<file path="src/rtl/swrst_pkg.sv">
package swrst_pkg;
  localparam int unsigned DATA_W  = 32;
  localparam int unsigned MAX_CH  = 32;
  localparam int unsigned STRIDE  = 4;

  typedef struct packed {
    logic lock_en;
    logic ctrl;
  } chan_state_t;
endpackage

</file>
<file path="src/rtl/swrst_decode.sv">
module swrst_decode #(
  parameter int unsigned N_CH      = 8,
  parameter int unsigned ADDR_W    = 8,
  parameter int unsigned LOCK_BASE = 32'h00,
  parameter int unsigned CTRL_BASE = 32'h40
) (
  input  logic [ADDR_W-1:0] addr,
  output logic [N_CH-1:0]   lock_sel,
  output logic [N_CH-1:0]   ctrl_sel
);
  import swrst_pkg::*;

  for (genvar i = 0; i < N_CH; i++) begin : g_sel
    localparam int unsigned LOCK_ADDR = LOCK_BASE + STRIDE * i;
    localparam int unsigned CTRL_ADDR = CTRL_BASE + STRIDE * i;
    assign lock_sel[i] = (addr == LOCK_ADDR[ADDR_W-1:0]);
    assign ctrl_sel[i] = (addr == CTRL_ADDR[ADDR_W-1:0]);
  end
endmodule

</file>
<file path="src/rtl/swrst_chan.sv">
module swrst_chan (
  input  logic clk,
  input  logic rst,
  input  logic wr_lock,
  input  logic wr_ctrl,
  input  logic wbit,
  output swrst_pkg::chan_state_t state
);
  logic lock_q;
  logic ctrl_q;

  // Lock-enable only ever falls; a 1 written to it is dropped.
  always_ff @(posedge clk) begin
    if (rst) begin
      lock_q <= 1'b1;
    end else if (wr_lock && !wbit) begin
      lock_q <= 1'b0;
    end
  end

  // Control bit is gated by the lock as it stood before this edge.
  always_ff @(posedge clk) begin
    if (rst) begin
      ctrl_q <= 1'b1;
    end else if (wr_ctrl && lock_q) begin
      ctrl_q <= wbit;
    end
  end

  assign state.lock_en = lock_q;
  assign state.ctrl    = ctrl_q;

  a_r4_lock_sticky: assert property (@(posedge clk) disable iff (rst)
    !lock_q |=> !lock_q);

  a_r5_locked_hold: assert property (@(posedge clk) disable iff (rst)
    !lock_q |=> $stable(ctrl_q));

  a_r3_ctrl_takes_write: assert property (@(posedge clk) disable iff (rst)
    (wr_ctrl && lock_q) |=> (ctrl_q == $past(wbit)));

  a_r9_untouched_stable: assert property (@(posedge clk) disable iff (rst)
    !wr_ctrl |=> $stable(ctrl_q));
endmodule

</file>
<file path="src/rtl/swrst_rdmux.sv">
module swrst_rdmux #(
  parameter int unsigned N_CH = 8
) (
  input  logic                      clk,
  input  logic                      rst,
  input  logic                      rd_req,
  input  logic [N_CH-1:0]           lock_sel,
  input  logic [N_CH-1:0]           ctrl_sel,
  input  logic [N_CH-1:0]           lock_vec,
  input  logic [N_CH-1:0]           ctrl_vec,
  output logic                      rsp_valid,
  output logic [swrst_pkg::DATA_W-1:0] rsp_rdata
);
  import swrst_pkg::*;

  logic hit_bit;

  always_comb begin
    hit_bit = |((lock_sel & lock_vec) | (ctrl_sel & ctrl_vec));
  end

  always_ff @(posedge clk) begin
    if (rst) begin
      rsp_valid <= 1'b0;
      rsp_rdata <= '0;
    end else begin
      rsp_valid <= rd_req;
      rsp_rdata <= rd_req ? {{(DATA_W-1){1'b0}}, hit_bit} : '0;
    end
  end

  a_r8_rsp_follows_req: assert property (@(posedge clk) disable iff (rst)
    rd_req |=> rsp_valid);

  a_r8_no_rsp_idle: assert property (@(posedge clk) disable iff (rst)
    !rd_req |=> !rsp_valid);

  a_r7_upper_zero: assert property (@(posedge clk) disable iff (rst)
    rsp_valid |-> (rsp_rdata[DATA_W-1:1] == '0));
endmodule

</file>
<file path="src/rtl/swrst_bank.sv">
module swrst_bank #(
  parameter int unsigned N_CH      = 8,
  parameter int unsigned ADDR_W    = 8,
  parameter int unsigned LOCK_BASE = 32'h00,
  parameter int unsigned CTRL_BASE = 32'h40
) (
  input  logic              clk,
  input  logic              rst,
  input  logic              req_valid,
  input  logic              req_write,
  input  logic [ADDR_W-1:0] req_addr,
  input  logic [31:0]       req_wdata,
  output logic              rsp_valid,
  output logic [31:0]       rsp_rdata,
  output logic [N_CH-1:0]   rst_n_o
);
  import swrst_pkg::*;

  if (N_CH < 1 || N_CH > MAX_CH) begin : g_bad_count
    $error("swrst_bank: N_CH must be 1..32");
  end

  logic              wr_req;
  logic              rd_req;
  logic [N_CH-1:0]   lock_sel;
  logic [N_CH-1:0]   ctrl_sel;
  logic [N_CH-1:0]   lock_vec;
  logic [N_CH-1:0]   ctrl_vec;

  assign wr_req = req_valid &&  req_write;
  assign rd_req = req_valid && !req_write;

  swrst_decode #(
    .N_CH(N_CH), .ADDR_W(ADDR_W), .LOCK_BASE(LOCK_BASE), .CTRL_BASE(CTRL_BASE)
  ) u_dec (
    .addr(req_addr), .lock_sel(lock_sel), .ctrl_sel(ctrl_sel)
  );

  for (genvar i = 0; i < N_CH; i++) begin : g_ch
    chan_state_t st;
    swrst_chan u_ch (
      .clk(clk), .rst(rst),
      .wr_lock(wr_req && lock_sel[i]),
      .wr_ctrl(wr_req && ctrl_sel[i]),
      .wbit(req_wdata[0]),
      .state(st)
    );
    assign lock_vec[i] = st.lock_en;
    assign ctrl_vec[i] = st.ctrl;
  end

  // The control flops drive the outputs directly, so they are registered.
  assign rst_n_o = ctrl_vec;

  swrst_rdmux #(.N_CH(N_CH)) u_rd (
    .clk(clk), .rst(rst), .rd_req(rd_req),
    .lock_sel(lock_sel), .ctrl_sel(ctrl_sel),
    .lock_vec(lock_vec), .ctrl_vec(ctrl_vec),
    .rsp_valid(rsp_valid), .rsp_rdata(rsp_rdata)
  );

  a_r5_locked_out_hold: assert property (@(posedge clk) disable iff (rst)
    (wr_req && |(ctrl_sel & ~lock_vec)) |=> (rst_n_o == $past(rst_n_o)));
endmodule

</file>
<file path="config.mk">
export PLATFORM = sky130hd
export DESIGN_NAME = swrst_bank
export DESIGN_NICKNAME = d
export VERILOG_FILES = /design/src/rtl/swrst_pkg.sv /design/src/rtl/swrst_decode.sv /design/src/rtl/swrst_chan.sv /design/src/rtl/swrst_rdmux.sv /design/src/rtl/swrst_bank.sv
export SDC_FILE = /design/constraint.sdc
export NUM_CORES = 1
export LEC_CHECK = 0
export ABC_AREA = 1
export BUFFER_PORTS_ARGS = -buffer_cell sky130_fd_sc_hd__buf_4
export CORE_UTILIZATION = 41
export DETAILED_ROUTE_END_ITERATION = 10
export GPL_TIMING_DRIVEN = 0
export PLACE_DENSITY = 0.75
export SYNTH_ARGS = -nofsm -noshare
export SYNTH_HDL_FRONTEND = slang
export SYNTH_SLANG_ARGS = --single-unit
</file>
<file path="constraint.sdc">
create_clock -name clk -period 1.05 [get_ports clk]
set_input_delay 0.105 -clock clk [delete_from_list [all_inputs] [get_ports clk]]
set_output_delay 0.105 -clock clk [all_outputs]
set_load 0.1 [all_outputs]
</file>
; Word level (Yosys, flattened, before mapping)
; Index checks and enable logic that the tools add are counted.
[word_totals]
reg_bits = 49
inputBits = 44
output_inout_bits = 41
elab_cells = 77
[classes]
n_eq_ne = 15
n_bitwise = 4
n_reduce_logical = 39
[op_table]
columns = op, n
row1 = "equality test 8 x 7 -> 1 bit, second input constant", 8
row2 = logical AND 1 bit, 34
row3 = "equality test 8 x 5 -> 1 bit, second input constant", 4
row4 = AND 8 bit, 2
row5 = "equality test 8 x 4 -> 1 bit, second input constant", 2
row6 = "equality test 8 x 3 -> 1 bit, second input constant", 1
row7 = logical NOT 8 bit, 1
row8 = bitwise OR 8 bit, 1
row9 = OR reduction 8 bit, 1
row10 = logical NOT 1 bit, 2
row11 = OR reduction 2 bit, 1
row12 = NOT 1 bit, 1

; Longest topological paths before layout
[logic_depth]
depth_word = 4
mapped_depth = 9

; Hierarchy
; Synthesis repeated with hierarchy kept, for this count alone.
[hier_totals]
hier_cells = 247
hier_area_um2 = 1458.9
[modules_own_cells]
columns = module, n_inst, cells_per_inst, area_each_um2, seq_area_each_um2
row1 = swrst_chan, 8, 13, 91.3, 40.0
row2 = swrst_rdmux, 1, 69, 407.9, 40.0
row3 = swrst_bank, 1, 36, 170.2, 0.0
row4 = swrst_decode, 1, 38, 150.1, 0.0

; Worst setup path before layout
; Ideal clock, no wire load.
[synth_timing]
path_kind = reg2out
start = register u_rd.rsp_rdata[0] (netlist name)
end = output rsp_rdata[0]
arrival_ps = 909
t_required_ps = 945
path_slack_ps = 36
path_stages_with_launch = 1
path_buffers = 0
cell_sequence = dfxtp_1
[synth_rtl]
columns = element, line
row1 = from (decl), swrst_rdmux.sv:12  ; output logic [swrst_pkg::DATA_W-1:0] rsp_rdata
row2 = from (signal assigned), swrst_rdmux.sv:28  ; rsp_rdata <= rd_req ? {{(DATA_W-1){1'b0}}, hit_bit} : '0;
row3 = to (decl), swrst_bank.sv:14  ; output logic [31:0] rsp_rdata,
; No word-level cell between the ends.

; Final worst setup path
[layout_timing]
start = register g_ch[1].u_ch.ctrl_q
end = output rst_n_o[1]
[layout_rtl]
columns = element, line
row1 = from (decl), swrst_chan.sv:10  ; logic ctrl_q;
row2 = from (signal assigned), swrst_chan.sv:26  ; ctrl_q <= wbit;
row3 = to (decl), swrst_bank.sv:15  ; output logic [N_CH-1:0] rst_n_o
; No word-level cell between the ends.

==> impl_metrics.toml <==
[min_path]
min-delay-path-class = "input port to register"
min_delay_path_depth = 3
hold_path_startpoint = "req_valid"

[critical_path]
cp-endpoint = "rst_n_o[1]"
start_kind = "register"
timing.rr.start = "g_ch[2].u_ch.ctrl_q"
r2r_cells = 7
setup.reg_to_reg.worst_slack_ps = 80
largest_stage_delay_on_the_critical_path_ps = 330
path_delay_family = "flip-flops"
setup.worst_path.end_class = "output pin"
critical_path.slowest_cell = "sky130_fd_sc_hd__dfxtp_2"
critical_path_arrival_ps = 910
timing.critical_path.from = "g_ch[1].u_ch.ctrl_q"
r2r-end = "u_rd.rsp_rdata[0]"
crit_cells = 2
worstPathCellList = "buf_4, buf_12"
critPathMaxFanout = 2
cp.required_ps = 940
crit_type = "register to output pin"
critical_path_buf_inv_count = 2

[sta]
finalSetupViolCount = 0
timing.final.crit_period_ps = 1020
worst_slack_ps = 33.3
slew_viol_final = 0
finalClockSkew_ps = 4.13
timing.final.crit_share_pct = 96.8
report.final.hold_viol_count = 0
rsz0062_at_grt = "no"
fmaxAchievable_ghz = 0.984

[layout]
ff_latch_area_sq_um = 370
syn2layout_area_growth_pct = 35.4
antenna_cells = 0
fillerInstances = 260
multi_input_comb_area_sq_um = 651
drive_gt1_share_pct = 38.6
finalCoreUtilization_pct = 60.0
design.final.nets = 273

[power_and_ir_drop]
power.net_switching_uw = 835
powerDensity_mw_per_mm2 = 1110
comb_power_share_pct = 39.8
power_report.internal_total_mw = 1.03
seq_power_share_pct = 36.8
worst_ir_drop_vdd_mv = 0.539
finalPower_mw = 1.86
power.share.switching_pct = 44.8
leakagePower_nw = 0.828
share_clk_of_total_power_pct = 23.4

[die]
initial_utilization_pct = 44.3
die_h_um = 57.1
floorplan.die.width_um = 57.1
row_count = 19
dieArea_sq_mm = 0.00326
core_region_area_sq_mm = 0.00281
ioPinCount = 85

[place]
port_buffers = 21
hpwl_dp_um = 1680
dp_slack_ps = -38.5
place.gp.congestion = 0.805

[clocking]
tritoncts = "built"
holdBufCountCts = 0
cts.root.buffer_cell = "sky130_fd_sc_hd__clkbuf_4"
clk_pin_slew_ps = 100
tritoncts.num_buffers = 3
worst_skew_pair.late_latency_ps = 290
cts_sinks = 18
clock_tree.buffer_depth = 2
cts_max_level = 1

[drt]
drt_drc_violations_left = 6
detailedRoute.firstPassIterationCount = 7
antenna_left = 0
drtIter0Drc = 25
avgViaCountPerCell = 4.31
detailroute.via_count = 1116
wirelength_um = 2440
avgRoutedWirePerCell_um = 9.42

[logic_synthesis]
synth_cell_types = 17
ys_ff_latch = 18
post_synth.cell_area_avg_sq_um = 7.11
yosysWarnings = 0
synth_cells = 175
seq_area_frac_synth_pct = 29.0
syn_area_sq_mm = 0.00124

[global_route]
antenna_found_initial = 0
maximum_number_of_pins_on_one_net_before_global_route_repair = 11
globalRouteTotalUtil_pct = 15.1
first_global_vias = 874
grt_first_pass_wirelength_um = 3840
grt_remaining_overflow = 0

[run_status]
result_of_the_run = "complete, but fails checks"
violations_in_the_final_reports = "design-rule violations"

[job]
max_cap_viol_count = 0
cell usage in the layout, fill, tap and decap left out, types with 7 or more instances in the layout:
cell type	netlist	routed
sky130_fd_sc_hd__conb_1	1	31
sky130_fd_sc_hd__nor2_4	8	8
sky130_fd_sc_hd__dfxtp_1	18	10
sky130_fd_sc_hd__buf_4	39	50
sky130_fd_sc_hd__a21oi_1	7	7
sky130_fd_sc_hd__nand2_1	32	32
sky130_fd_sc_hd__dfxtp_2	0	8
sky130_fd_sc_hd__nor2_1	9	9
sky130_fd_sc_hd__buf_12	0	8
sky130_fd_sc_hd__nand3_1	19	19
sky130_fd_sc_hd__o21ai_0	14	14
sky130_fd_sc_hd__nand4_1	7	7
cells in the mapped netlist:
master,count,area (sq um)
sky130_fd_sc_hd__a21oi_1,7,35.0
sky130_fd_sc_hd__buf_4,39,293
sky130_fd_sc_hd__clkbuf_1,1,3.75
sky130_fd_sc_hd__clkinv_1,2,7.51
sky130_fd_sc_hd__conb_1,1,3.75
sky130_fd_sc_hd__dfxtp_1,18,360
sky130_fd_sc_hd__inv_1,6,22.5
sky130_fd_sc_hd__inv_2,5,18.8
sky130_fd_sc_hd__nand2_1,32,120
sky130_fd_sc_hd__nand2_2,4,25.0
sky130_fd_sc_hd__nand2_4,1,11.3
sky130_fd_sc_hd__nand3_1,19,95.1
sky130_fd_sc_hd__nand4_1,7,43.8
sky130_fd_sc_hd__nor2_1,9,33.8
sky130_fd_sc_hd__nor2_4,8,90.1
sky130_fd_sc_hd__o21ai_0,14,70.1
sky130_fd_sc_hd__o21ai_1,2,10.0
per-layer routing:
metal / vias to the layer above / global-route usage (%) / share of wire, %
met5: - / 0 / 0
met4: 0 / 5.23 / 0.78
met3: 2 / 1.36 / 5.4
met2: 34 / 27.9 / 50
met1: 472 / 18.1 / 43
li1: 608 / - / -
metrics by stage:
stage	hold WS, ps	cells	setup TNS (ps)	instance area (sq um)
after floorplan	222	205	0	1360
after global placement	325	257	-322	1550
after detailed placement	330	257	-374	1550
after CTS	26.2	261	0	1700
after global routing	26.1	259	0	1680
final	33.3	259	0	1680
cell type report:
| cell class | count | share of cell area [%] |
|---|---|---|
| flip-flops and latches | 18 | 22.0 |
| multi-input cells | 134 | 38.6 |
| plain buffers | 35 | 15.4 |
| clock buffers | 4 | 2.15 |
| well taps | 31 | 2.30 |
| repair buffers | 24 | 16.6 |
| inverters | 13 | 2.90 |
worst min-delay path, cell delays in order:
cell and delay, ps:
sky130_fd_sc_hd__buf_4 80, sky130_fd_sc_hd__nand2_1 60, sky130_fd_sc_hd__inv_1 50
power by group through the flow:
stage          sequential [mW]  clock (mW)  combinational (mW)
6_report                 0.685       0.436               0.741
5_1_grt                  0.686       0.478               0.765
4_1_cts                  0.685       0.437               0.736
3_5_place_dp             0.701           0               0.734
3_3_place_gp             0.701           0               0.733
2_1_floorplan            0.715           0               0.659
worst min-delay path by stage:
| stage | slack (ps) | endpoint |
|---|---|---|
| 2_1_floorplan | 220 | u_rd.rsp_valid |
| 3_3_place_gp | 330 | u_rd.rsp_valid |
| 3_5_place_dp | 330 | u_rd.rsp_valid |
| 4_1_cts | 30 | u_rd.rsp_valid |
| 5_1_grt | 30 | u_rd.rsp_valid |
| 6_report | 30 | u_rd.rsp_valid |
what timing repair did:
item / 4_1_cts / 5_1_grt
endpoints found under the setup margin: 8 / 8
resized for setup: 32 / 0
endpoints found under the hold margin: 0 / 0
buffers inserted: 0 / 3
registers in the layout, indices dropped and copies added (netlist names):
signal / flops
g_ch.u_ch.ctrl_q: 8
g_ch.u_ch.lock_q: 8
u_rd.rsp_rdata: 1
u_rd.rsp_valid: 1
logic make-up (layout without fill, tap and decap cells):
logic type / Yosys count / count (layout) / share of synthesized area, %
buf+inv: 53 / 76 / 27.8
other cells: 1 / 31 / 0.302
flops: 18 / 18 / 29.0
simple gates: 80 / 80 / 33.7
compound gates: 23 / 23 / 9.26
Power figures use the tool's default switching activity.
